<file path="src/rtl/bsw_pkg.sv">
package bsw_pkg;
  typedef enum logic [1:0] {
    OP_WR  = 2'd0,
    OP_RD  = 2'd1,
    OP_RST = 2'd2
  } bus_op_e;

  typedef enum logic [2:0] {
    SQ_IDLE,
    SQ_RST,
    SQ_ADDR,
    SQ_LOAD,
    SQ_DATA,
    SQ_CMT,
    SQ_POLL
  } seq_st_e;
endpackage

</file>
<file path="src/rtl/bsw_bus_cycle.sv">
module bsw_bus_cycle
  import bsw_pkg::*;
#(
  parameter int STROBE_W = 2,
  parameter int GAP_W    = 1
) (
  input  logic    clk,
  input  logic    rst_n,
  input  logic    go_i,
  input  bus_op_e op_i,
  input  logic    bit_i,
  output logic    idle_o,
  output logic    done_o,
  output logic    rbit_o,
  output logic    ce_n_o,
  output logic    oe_n_o,
  output logic    we_n_o,
  output logic    io_o,
  output logic    io_oe_o,
  output logic    pulse_o,
  input  logic    io_i
);
  localparam int MAXW = (STROBE_W > GAP_W) ? STROBE_W : GAP_W;
  localparam int CW   = $clog2(MAXW + 1);

  typedef enum logic [1:0] {BC_IDLE, BC_LOW, BC_GAP} bc_st_e;

  bc_st_e          st;
  logic [CW-1:0]   cnt;
  bus_op_e         op_q;
  logic            bit_q;
  logic            rbit_q;

  always_ff @(posedge clk or negedge rst_n) begin
    if (!rst_n) begin
      st     <= BC_IDLE;
      cnt    <= '0;
      op_q   <= OP_WR;
      bit_q  <= 1'b0;
      rbit_q <= 1'b0;
    end else begin
      case (st)
        BC_IDLE: if (go_i) begin
          st    <= BC_LOW;
          cnt   <= CW'(STROBE_W - 1);
          op_q  <= op_i;
          bit_q <= bit_i;
        end
        BC_LOW: if (cnt == '0) begin
          st  <= BC_GAP;
          cnt <= CW'(GAP_W - 1);
          if (op_q == OP_RD) rbit_q <= io_i;
        end else begin
          cnt <= cnt - 1'b1;
        end
        BC_GAP: if (cnt == '0) st <= BC_IDLE;
                else cnt <= cnt - 1'b1;
        default: st <= BC_IDLE;
      endcase
    end
  end

  logic low;
  assign low     = (st == BC_LOW);
  assign ce_n_o  = !(low && op_q != OP_RST);
  assign we_n_o  = !(low && op_q == OP_WR);
  assign oe_n_o  = !(low && op_q == OP_RD);
  assign io_oe_o = low && op_q == OP_WR;
  assign io_o    = io_oe_o ? bit_q : 1'b0;
  assign pulse_o = low && op_q == OP_RST;
  assign idle_o  = (st == BC_IDLE);
  assign done_o  = (st == BC_GAP) && (cnt == '0);
  assign rbit_o  = rbit_q;

  // checker: length of every active window, counted independently of cnt
  logic [7:0] act_len;
  logic       active;
  assign active = !ce_n_o || pulse_o;
  always_ff @(posedge clk or negedge rst_n) begin
    if (!rst_n) act_len <= '0;
    else if (active) act_len <= act_len + 1'b1;
    else act_len <= '0;
  end

  AST_STROBE_LEN: assert property (@(posedge clk) disable iff (!rst_n)
    ($fell(active) |-> act_len == 8'(STROBE_W)));
  AST_RST_CE_HIGH: assert property (@(posedge clk) disable iff (!rst_n)
    (pulse_o |-> ce_n_o && we_n_o && oe_n_o));
  AST_GO_WHEN_IDLE: assert property (@(posedge clk) disable iff (!rst_n)
    (go_i |-> idle_o));
endmodule

</file>
<file path="src/rtl/bsw_frame_seq.sv">
module bsw_frame_seq
  import bsw_pkg::*;
#(
  parameter int ADDR_W    = 16,
  parameter int LEN_W     = 6,
  parameter int MAX_BYTES = 32,
  parameter int MAX_POLLS = 64
) (
  input  logic              clk,
  input  logic              rst_n,
  input  logic              start_i,
  input  logic [ADDR_W-1:0] addr_i,
  input  logic [LEN_W-1:0]  len_i,
  input  logic              wvalid_i,
  input  logic [7:0]        wdata_i,
  output logic              wready_o,
  output logic              busy_o,
  output logic              done_o,
  output logic              err_len_o,
  output logic              err_tmo_o,
  output logic              go_o,
  output bus_op_e           op_o,
  output logic              bit_o,
  input  logic              eng_idle_i,
  input  logic              eng_done_i,
  input  logic              eng_rbit_i
);
  localparam int BIT_CW = $clog2(ADDR_W);
  localparam int PC_W   = $clog2(MAX_POLLS + 1);

  seq_st_e           st;
  logic [ADDR_W-1:0] sh;
  logic [BIT_CW-1:0] bitc;
  logic [LEN_W-1:0]  left;
  logic [1:0]        cidx;
  logic [PC_W-1:0]   polls;
  logic              issued;
  logic              done_q, elen_q, etmo_q;

  logic len_ok, cycling;
  assign len_ok  = (len_i != '0) && (len_i <= LEN_W'(MAX_BYTES));
  assign cycling = (st == SQ_RST) || (st == SQ_ADDR) || (st == SQ_DATA) ||
                   (st == SQ_CMT) || (st == SQ_POLL);
  assign go_o    = cycling && !issued && eng_idle_i;

  always_comb begin
    op_o  = OP_WR;
    bit_o = 1'b0;
    case (st)
      SQ_RST:  op_o = OP_RST;
      SQ_ADDR, SQ_DATA: begin
        op_o  = OP_WR;
        bit_o = sh[ADDR_W-1];
      end
      SQ_CMT: begin
        op_o  = (cidx == 2'd1) ? OP_WR : OP_RD;
        bit_o = 1'b1;
      end
      SQ_POLL: op_o = OP_RD;
      default: op_o = OP_WR;
    endcase
  end

  always_ff @(posedge clk or negedge rst_n) begin
    if (!rst_n) begin
      st     <= SQ_IDLE;
      sh     <= '0;
      bitc   <= '0;
      left   <= '0;
      cidx   <= '0;
      polls  <= '0;
      issued <= 1'b0;
      done_q <= 1'b0;
      elen_q <= 1'b0;
      etmo_q <= 1'b0;
    end else begin
      done_q <= 1'b0;
      elen_q <= 1'b0;
      etmo_q <= 1'b0;
      if (go_o) issued <= 1'b1;
      else if (eng_done_i) issued <= 1'b0;
      case (st)
        SQ_IDLE: if (start_i) begin
          if (len_ok) begin
            st   <= SQ_RST;
            sh   <= addr_i;
            left <= len_i;
          end else begin
            elen_q <= 1'b1;
          end
        end
        SQ_RST: if (eng_done_i) begin
          st   <= SQ_ADDR;
          bitc <= BIT_CW'(ADDR_W - 1);
        end
        SQ_ADDR: if (eng_done_i) begin
          sh <= sh << 1;
          if (bitc == '0) st <= SQ_LOAD;
          else bitc <= bitc - 1'b1;
        end
        SQ_LOAD: if (wvalid_i) begin
          sh[ADDR_W-1 -: 8] <= wdata_i;
          bitc <= BIT_CW'(7);
          st   <= SQ_DATA;
        end
        SQ_DATA: if (eng_done_i) begin
          sh <= sh << 1;
          if (bitc == '0) begin
            if (left == LEN_W'(1)) begin
              st   <= SQ_CMT;
              cidx <= '0;
            end else begin
              left <= left - 1'b1;
              st   <= SQ_LOAD;
            end
          end else begin
            bitc <= bitc - 1'b1;
          end
        end
        SQ_CMT: if (eng_done_i) begin
          if (cidx == 2'd2) begin
            st    <= SQ_POLL;
            polls <= '0;
          end else begin
            cidx <= cidx + 1'b1;
          end
        end
        SQ_POLL: if (eng_done_i) begin
          if (eng_rbit_i) begin
            st     <= SQ_IDLE;
            done_q <= 1'b1;
          end else if (polls == PC_W'(MAX_POLLS - 1)) begin
            st     <= SQ_IDLE;
            etmo_q <= 1'b1;
          end else begin
            polls <= polls + 1'b1;
          end
        end
        default: st <= SQ_IDLE;
      endcase
    end
  end

  assign wready_o  = (st == SQ_LOAD);
  assign busy_o    = (st != SQ_IDLE);
  assign done_o    = done_q;
  assign err_len_o = elen_q;
  assign err_tmo_o = etmo_q;

  AST_READY_ONLY_BUSY: assert property (@(posedge clk) disable iff (!rst_n)
    (wready_o |-> busy_o));
  AST_DONE_IDLE: assert property (@(posedge clk) disable iff (!rst_n)
    (done_o |-> !busy_o));
  AST_TMO_NOT_DONE: assert property (@(posedge clk) disable iff (!rst_n)
    (err_tmo_o |-> !done_o && !busy_o));
  AST_LEN_REJECT_IDLE: assert property (@(posedge clk) disable iff (!rst_n)
    (err_len_o |-> !busy_o && !$past(busy_o)));
  AST_NO_READ_IN_LOAD: assert property (@(posedge clk) disable iff (!rst_n)
    (go_o && (st == SQ_ADDR || st == SQ_DATA) |-> op_o == OP_WR));
endmodule

</file>
<file path="src/rtl/bsw_page_writer.sv">
module bsw_page_writer
  import bsw_pkg::*;
#(
  parameter int ADDR_W    = 16,
  parameter int LEN_W     = 6,
  parameter int MAX_BYTES = 32,
  parameter int MAX_POLLS = 64,
  parameter int STROBE_W  = 2,
  parameter int GAP_W     = 1
) (
  input  logic              clk,
  input  logic              rst_n,
  input  logic              start_i,
  input  logic [ADDR_W-1:0] addr_i,
  input  logic [LEN_W-1:0]  len_i,
  input  logic              wr_valid_i,
  input  logic [7:0]        wr_data_i,
  output logic              wr_ready_o,
  output logic              busy_o,
  output logic              done_o,
  output logic              err_len_o,
  output logic              err_tmo_o,
  output logic              mem_rst_o,
  output logic              mem_ce_n_o,
  output logic              mem_oe_n_o,
  output logic              mem_we_n_o,
  output logic              mem_io_o,
  output logic              mem_io_oe_o,
  input  logic              mem_io_i
);
  logic    go, cyc_bit, eng_idle, eng_done, eng_rbit;
  bus_op_e cyc_op;

  bsw_frame_seq #(
    .ADDR_W(ADDR_W), .LEN_W(LEN_W), .MAX_BYTES(MAX_BYTES), .MAX_POLLS(MAX_POLLS)
  ) u_seq (
    .clk(clk), .rst_n(rst_n), .start_i(start_i), .addr_i(addr_i), .len_i(len_i),
    .wvalid_i(wr_valid_i), .wdata_i(wr_data_i), .wready_o(wr_ready_o),
    .busy_o(busy_o), .done_o(done_o), .err_len_o(err_len_o), .err_tmo_o(err_tmo_o),
    .go_o(go), .op_o(cyc_op), .bit_o(cyc_bit),
    .eng_idle_i(eng_idle), .eng_done_i(eng_done), .eng_rbit_i(eng_rbit)
  );

  bsw_bus_cycle #(.STROBE_W(STROBE_W), .GAP_W(GAP_W)) u_bus (
    .clk(clk), .rst_n(rst_n), .go_i(go), .op_i(cyc_op), .bit_i(cyc_bit),
    .idle_o(eng_idle), .done_o(eng_done), .rbit_o(eng_rbit),
    .ce_n_o(mem_ce_n_o), .oe_n_o(mem_oe_n_o), .we_n_o(mem_we_n_o),
    .io_o(mem_io_o), .io_oe_o(mem_io_oe_o), .pulse_o(mem_rst_o), .io_i(mem_io_i)
  );

  AST_WR_STROBES: assert property (@(posedge clk) disable iff (!rst_n)
    (!mem_we_n_o |-> !mem_ce_n_o && mem_oe_n_o && mem_io_oe_o));
  AST_RD_STROBES: assert property (@(posedge clk) disable iff (!rst_n)
    (!mem_oe_n_o |-> !mem_ce_n_o && mem_we_n_o && !mem_io_oe_o));
  AST_WR_DATA_STABLE: assert property (@(posedge clk) disable iff (!rst_n)
    (!mem_we_n_o && $past(!mem_we_n_o) |-> $stable(mem_io_o)));
  AST_IDLE_QUIET: assert property (@(posedge clk) disable iff (!rst_n)
    (!busy_o |-> mem_ce_n_o && !mem_rst_o));
endmodule

</file>
<file path="config.mk">
export PLATFORM = sky130hd
export DESIGN_NAME = bsw_page_writer
export DESIGN_NICKNAME = d
export VERILOG_FILES = /design/src/rtl/bsw_pkg.sv /design/src/rtl/bsw_bus_cycle.sv /design/src/rtl/bsw_frame_seq.sv /design/src/rtl/bsw_page_writer.sv
export SDC_FILE = /design/constraint.sdc
export NUM_CORES = 1
export LEC_CHECK = 0
export BUFFER_PORTS_ARGS = -buffer_cell sky130_fd_sc_hd__buf_2
export CORE_AREA = 2 2 106 83
export DETAILED_ROUTE_END_ITERATION = 8
export DIE_AREA = 0 0 108 85
export SKIP_CTS_REPAIR_TIMING = 1
export SLEW_MARGIN = 20
export SYNTH_ARGS = -nofsm -noshare
export SYNTH_HDL_FRONTEND = slang
export SYNTH_SLANG_ARGS = --single-unit
</file>
<file path="constraint.sdc">
create_clock -name clk -period 2.2 [get_ports clk]
set_input_delay 0.66 -clock clk [delete_from_list [all_inputs] [get_ports clk]]
set_output_delay 0.66 -clock clk [all_outputs]
set_load 0.1 [all_outputs]
</file>
==> results of run 1 <==
==> cell usage in the layout, fill, tap and decap left out, types with 10 or more instances in the layout <==
master / netlist / final
o21ai_0: 19 / 17
nor2_1: 34 / 33
inv_1: 28 / 27
nand3_1: 10 / 10
a21oi_1: 22 / 21
buf_4: 1 / 21
nor3_1: 13 / 12
nand2_1: 24 / 23
ha_1: 14 / 13
buf_2: 3 / 35
dfrtp_1: 50 / 50
mux2_2: 15 / 14
==> logic make-up after synthesis <==
logic type / count (synthesis)
adders and majority gates: 14
xor gates and xnor gates: 5
DFF: 50
and+or+nand+nor: 118
AOI/OAI and AO/OA: 89
buffers and inverters: 45
muxes: 23
==> per-stage QoR <==
| stage | util, % | instance area [µm²] | total power [µW] |
|---|---|---|---|
| after floorplan | - | 3130 | 3520 |
| after global placement | 45.0 | 3670 | 4200 |
| after detailed placement | 45.0 | 3670 | 4250 |
| after CTS | 46.1 | 3760 | 4830 |
| after global routing | 47.2 | 3860 | 5340 |
| final | 47.2 | 3860 | 4910 |
==> registers in the layout, indices dropped and copies added, names as in the netlist <==
register         cells
u_seq.sh            16
u_bus.bit_q          1
u_seq.bitc           4
u_bus.rbit_o         1
u_seq.left           6
u_seq.done_o         1
u_seq.cidx           2
u_seq.st             3
u_seq.polls          7
u_seq.err_len_o      1
u_bus.cnt            2
u_seq.issued         1
u_bus.op_q           2
u_bus.st             2
u_seq.err_tmo_o      1
==> worst register-to-register path: stages (launching register included) <==
cell,delay (ns)
dfrtp_1,0.44
buf_4,0.15
ha_1,0.26
and2_1,0.25
or3_1,0.32
and4b_1,0.27
a32oi_1,0.18
o21ai_0,0.12
==> how the worst min path moves through the flow <==
stage                        start              end  slack (ns)
detailed placement  u_seq.polls[6]   u_seq.polls[6]        0.47
global route                 rst_n    u_seq.cidx[1]        0.31
global placement    u_seq.polls[6]   u_seq.polls[6]        0.46
CTS                          rst_n  u_seq.err_len_o        0.30
finish                       rst_n    u_seq.left[1]        0.28
floorplan                    rst_n      u_bus.bit_q        0.36
==> cell type report <==
type | instances | area [µm²] | share of cell area, %
well taps | 108 | 135 | 3.50
flip-flops and latches | 50 | 1250 | 32.4
repair buffers | 69 | 533 | 13.8
inverters | 28 | 105 | 2.73
clock buffers | 7 | 86.3 | 2.24
multi-input cells | 249 | 1740 | 45.1
clock inverters | 1 | 5.00 | 0.130
==> layer usage <==
| layer | GRT usage, % | vias up | routed length, µm |
|---|---|---|---|
| li1 | - | 1343 | - |
| met1 | 24.2 | 1277 | 3590 |
| met2 | 25.4 | 49 | 3150 |
| met3 | 3.38 | 8 | 326 |
| met4 | 4.08 | 0 | 58 |
| met5 | 0 | - | 0 |
==> where the power goes <==
group / switching [µW] / internal (µW) / total, µW
sequential: 240 / 1250 / 1490
clock: 309 / 255 / 564
combinational: 1650 / 1210 / 2860
==> impl_metrics.json, run 1 <==
{
  "critPathTopFamily": "simple AND/OR/NAND/NOR gates",
  "cts_buffers": 5,
  "synth_compound_area_share_pct": 19.6,
  "io_pins": 46,
  "grt_overflow_total": 0,
  "die-area_um2": 9180,
  "core_um2": 8160,
  "slowest_delay_ns": 0.44,
  "synth_top_flop_cell": "dfrtp_1",
  "layout_min_cycle_time_ns": 2.30,
  "synth.most_common_cell": "dfrtp_1",
  "slew_viol_final": 0,
  "reg2reg_to": "u_seq.st[2]",
  "layout.cells.non_filler": 512,
  "synth_nets": 393,
  "r2r-start": "u_bus.st[1]",
  "synth_top_family_by_area": "compound AO/OA/AOI/OAI gates",
  "root_buffer": "clkbuf_8",
  "path_depth": 5,
  "synth_edf_count": 0,
  "status": "finished with violations",
  "clock_latency_ns": 0.31,
  "cts.sinks": 50,
  "end_kind": "primary output",
  "grt_usage_pct": 16.6,
  "holdWs_ns": 0.284,
  "synth.top_cells.by_count": "50 x dfrtp_1, 34 x nor2_1, 28 x inv_1",
  "grt_pass1_wl_um": 12400,
  "synth-simple-area-share_pct": 19.1,
  "portBuffers": 45,
  "synthCells": 344,
  "synth.distinct_cells": 54,
  "hold_viol": 0,
  "num-nets-final": 452,
  "cp.arrival_ns": 1.64,
  "relSlewSlack_pct": 57.9,
  "synth_xor_area_share_pct": 1.42,
  "start_util_pct": 37.9,
  "synth-async-reset-ratio_pct": 100,
  "critPathCapture": "mem_io_o",
  "dp_cells": 501,
  "dp_worst_setup_slack_ns": -0.347,
  "syn_area_um2": 3090,
  "fp.dieW_um": 108,
  "synth_top_cell_area_share_pct": 40.5,
  "fmax_ghz": 0.435,
  "vias": 2677,
  "power.ir.vdd_worst_mv": 0.734,
  "hold_path.class": "input port to async pin",
  "synth_fa_ha_area_share_pct": 5.66,
  "cts_buffer_depth": 2,
  "rsz0062_at_grt": "yes",
  "violations": "negative setup slack",
  "insertedDiodeCount": 0,
  "yosysTopAreaCell": "dfrtp_1",
  "crit_path_top_delay_cell": "dfrtp_1",
  "firstDrtPassIters": 4,
  "cp.required_ns": 1.54,
  "avgSynthCellArea_um2": 8.99,
  "hpwl_um": 5220,
  "cts_tree": "done",
  "r2r_slack_ns": 0.08,
  "drc": 0,
  "crit_fanout": 7,
  "fillers": 793,
  "ant_nets": 0,
  "ys_ff_latch": 50,
  "worst_slack_ns": -0.0993,
  "layout-drive-gt1-share_pct": 26.7,
  "antenna_found_initial": 0,
  "cp_cell_sequence": "inv_2, ha_4, nor3b_4, and2_4, buf_12",
  "fin_skew_ns": 0.00990,
  "drtIter0Drc": 189,
  "htree_levels": 2,
  "fin_crit_sh_pct": 105,
  "ys_warn_count": 0,
  "power_density_nw_per_um2": 1270,
  "cp-startpoint": "u_bus.st[1]",
  "syn_to_final_growth_pct": 24.7,
  "crit_path_start_kind": "flip-flop",
  "ys_top_cells_by_area": "dfrtp_1 40%, ha_1 5.7%, mux2_2 5.5%, nor2_1 4.1%, a21oi_1 3.6%",
  "max-cap-violations": 0,
  "grt_max_degree": 34,
  "die_y_um": 85,
  "wirelength_um": 7130,
  "muxShareOfSynthArea_pct": 8.05,
  "yosysSeqAreaShare_pct": 40.5,
  "clkTransAtPathRegs_ns": 0.10,
  "fp-row-count": 29,
  "leakage_uw": 0.00172,
  "drt-wirelength-per-cell_um": 13.9,
  "viasPerCell": 5.23,
  "critPathBufInv": 2,
  "place.gp.congestion": 0.816,
  "rr_worst_depth": 7,
  "setup_viol": 3,
  "finalSetupTns_ns": -0.132,
  "tightest_slew_ns": 0.625,
  "path_class": "flip-flop to primary output",
  "grt_pass1_vias": 2566
}
Note: power is estimated with default switching activity, not from simulation.
==> run 2, diff against run 1 <==
ABC_AREA = 1   (was unset)
CORE_AREA = 2 2 109 85   (was 2 2 106 83)
DIE_AREA = 0 0 111 87   (was 0 0 108 85)
==> impl_metrics.json, run 2 <==
{
  "grt_usage_pct": 15.7,
  "clkTransAtPathRegs_ns": 0.06,
  "ys_top_cells_by_area": "dfrtp_1 38%, nand2_1 19%, nand3_1 7.2%, ha_1 5.4%, inv_1 4.8%",
  "violations": "negative setup slack",
  "wirelength_um": 7310,
  "power_density_nw_per_um2": 1460,
  "firstDrtPassIters": 4,
  "hold_viol": 0,
  "largest_reg_flops": 16,
  "drc": 0,
  "ys_warn_count": 0,
  "place.gp.congestion": 0.830,
  "synth_top_cell_area_share_pct": 38.4,
  "drt-wirelength-per-cell_um": 11.9,
  "crit_fanout": 4,
  "synth_edf_count": 0,
  "reg_top3": "u_seq.sh (16), u_seq.polls (7), u_seq.left (6)",
  "cts_buffer_depth": 2,
  "grt_max_degree": 51,
  "synth_nets": 495,
  "synthCells": 446,
  "dp_cells": 600,
  "layout_min_cycle_time_ns": 2.29,
  "tightest_slew_ns": 0.490,
  "slew_viol_final": 0,
  "grt_overflow_total": 0,
  "grt_pass1_wl_um": 12400,
  "cp.arrival_ns": 1.63,
  "layout-drive-gt1-share_pct": 22.4,
  "insertedDiodeCount": 0,
  "portBuffers": 45,
  "cp.required_ns": 1.54,
  "syn_to_final_growth_pct": 20.9,
  "synth.distinct_cells": 31,
  "cts_buffers": 5,
  "end_kind": "primary output",
  "yosysSeqAreaShare_pct": 38.4,
  "die-area_um2": 9660,
  "synth_top_flop_cell": "dfrtp_1",
  "io_pins": 46,
  "final_cell_mix": "166 x nand2_1, 49 x dfrtp_1, 47 x nand3_1",
  "synth.top_cells.by_count": "166 x nand2_1, 50 x dfrtp_1, 47 x nand3_1",
  "antenna_found_initial": 0,
  "post_dp_cell_area_um2": 3750,
  "syn_area_um2": 3260,
  "core_um2": 8670,
  "num-nets-final": 549,
  "htree_levels": 2,
  "cts_tree": "done",
  "crit_path_start_kind": "flip-flop",
  "drtIter0Drc": 211,
  "max-cap-violations": 0,
  "status": "finished with violations",
  "hpwl_um": 5430,
  "stdcell_area_um2": 3950,
  "ant_nets": 0,
  "holdWs_ns": 0.344,
  "final_common_cell": "nand2_1",
  "power.ir.vdd_worst_mv": 0.956,
  "layout.cells.non_filler": 613,
  "rsz0062_at_grt": "yes",
  "fp.dieW_um": 111,
  "dp_worst_setup_slack_ns": 0.0794,
  "fin_skew_ns": 0.00654,
  "yosysTopAreaCell": "dfrtp_1",
  "fmax_ghz": 0.437,
  "viasPerCell": 4.77,
  "worst_slack_ns": -0.0865,
  "ys_ff_latch": 50,
  "vias": 2927,
  "avgSynthCellArea_um2": 7.31,
  "grt_pass1_vias": 2565,
  "relSlewSlack_pct": 67.5,
  "die_y_um": 87,
  "hold_path.class": "input port to async pin",
  "cts.sinks": 50,
  "synth-async-reset-ratio_pct": 100,
  "setup_viol": 2,
  "clock_latency_ns": 0.29,
  "synth.most_common_cell": "nand2_1",
  "largest_register": "u_seq.sh",
  "fin_crit_sh_pct": 104,
  "fp-row-count": 30,
  "root_buffer": "clkbuf_16",
  "leakage_uw": 0.00210,
  "start_util_pct": 37.6,
  "finalPower_uw": 5770,
  "path_class": "flip-flop to primary output"
}
==> run 2: cell types whose count changed in the layout (fill, tap and decap cells not counted), sizes merged, moves of 15 or more <==
cell | before | now
nand3 | 10 | 51
inv | 28 | 48
nand2 | 24 | 178
mux2 | 15 | 0
a21oi | 22 | 6
==> run 2: power by group <==
part | total [µW] | switching, µW | internal, µW
Sequential | 1590 | 303 | 1290
Combinational | 3390 | 2250 | 1150
Clock | 787 | 335 | 452
==> run 2: critical path, cell delays in order, from the launching register on <==
cell and delay (ns):
dfrtp_1 0.42, inv_2 0.09, ha_4 0.16, inv_4 0.04, nor3_4 0.23, inv_2 0.10, nor2_4 0.11, buf_12 0.18
==> run 2: worst paths after layout <==
check / from / to / slack, ns / depth (start not counted)
max reg2reg: u_bus.st[0] / u_seq.st[0] / 0.23 / 11
max in group asynchronous: rst_n / u_seq.st[0] / 1.59 / 2
min in group clk: u_seq.sh[6] / u_seq.sh[6] / 0.47 / 2
min: rst_n / u_bus.cnt[0] / 0.34 / 2
min reg2reg: u_seq.sh[6] / u_seq.sh[6] / 0.47 / 2
max: u_bus.st[1] / mem_io_o / -0.09 / 7
==> run 2: cell type report <==
type / instances / area [µm²]
inverter: 48 / 188
fill: 896 / 4730
timing repair buffer: 55 / 433
sequential: 50 / 1250
clock buffer: 7 / 143
tap: 112 / 140
multi-input combinational: 340 / 1780
clock inverter: 1 / 5.00
==> run 2: metrics by stage <==
step | setup TNS, ns | utilization (%)
floorplan | -4.48 | -
global placement | 0 | 43.2
detailed placement | 0 | 43.2
CTS | -0.572 | 44.9
global route | -0.311 | 45.5
finish | -0.112 | 45.5
==> run 2: cells by family (layout without fill, tap and decap cells) <==
family,count (synthesis),after routing,synth area share [%]
and+or+nand+nor,281,281,39.8
buffers and inverters,56,111,7.90
DFF,50,50,38.4
AOI/OAI and AO/OA,40,40,7.21
adders and majority gates,14,14,5.37
xor gates and xnor gates,5,5,1.34
==> run 2: layer usage <==
layer | GRT usage (%) | up-vias | part of all wire, %
li1 | - | 1514 | -
met1 | 23.2 | 1333 | 51
met2 | 23.1 | 73 | 42
met3 | 4.04 | 7 | 5.7
met4 | 3.86 | 0 | 0.96
met5 | 0 | - | 0
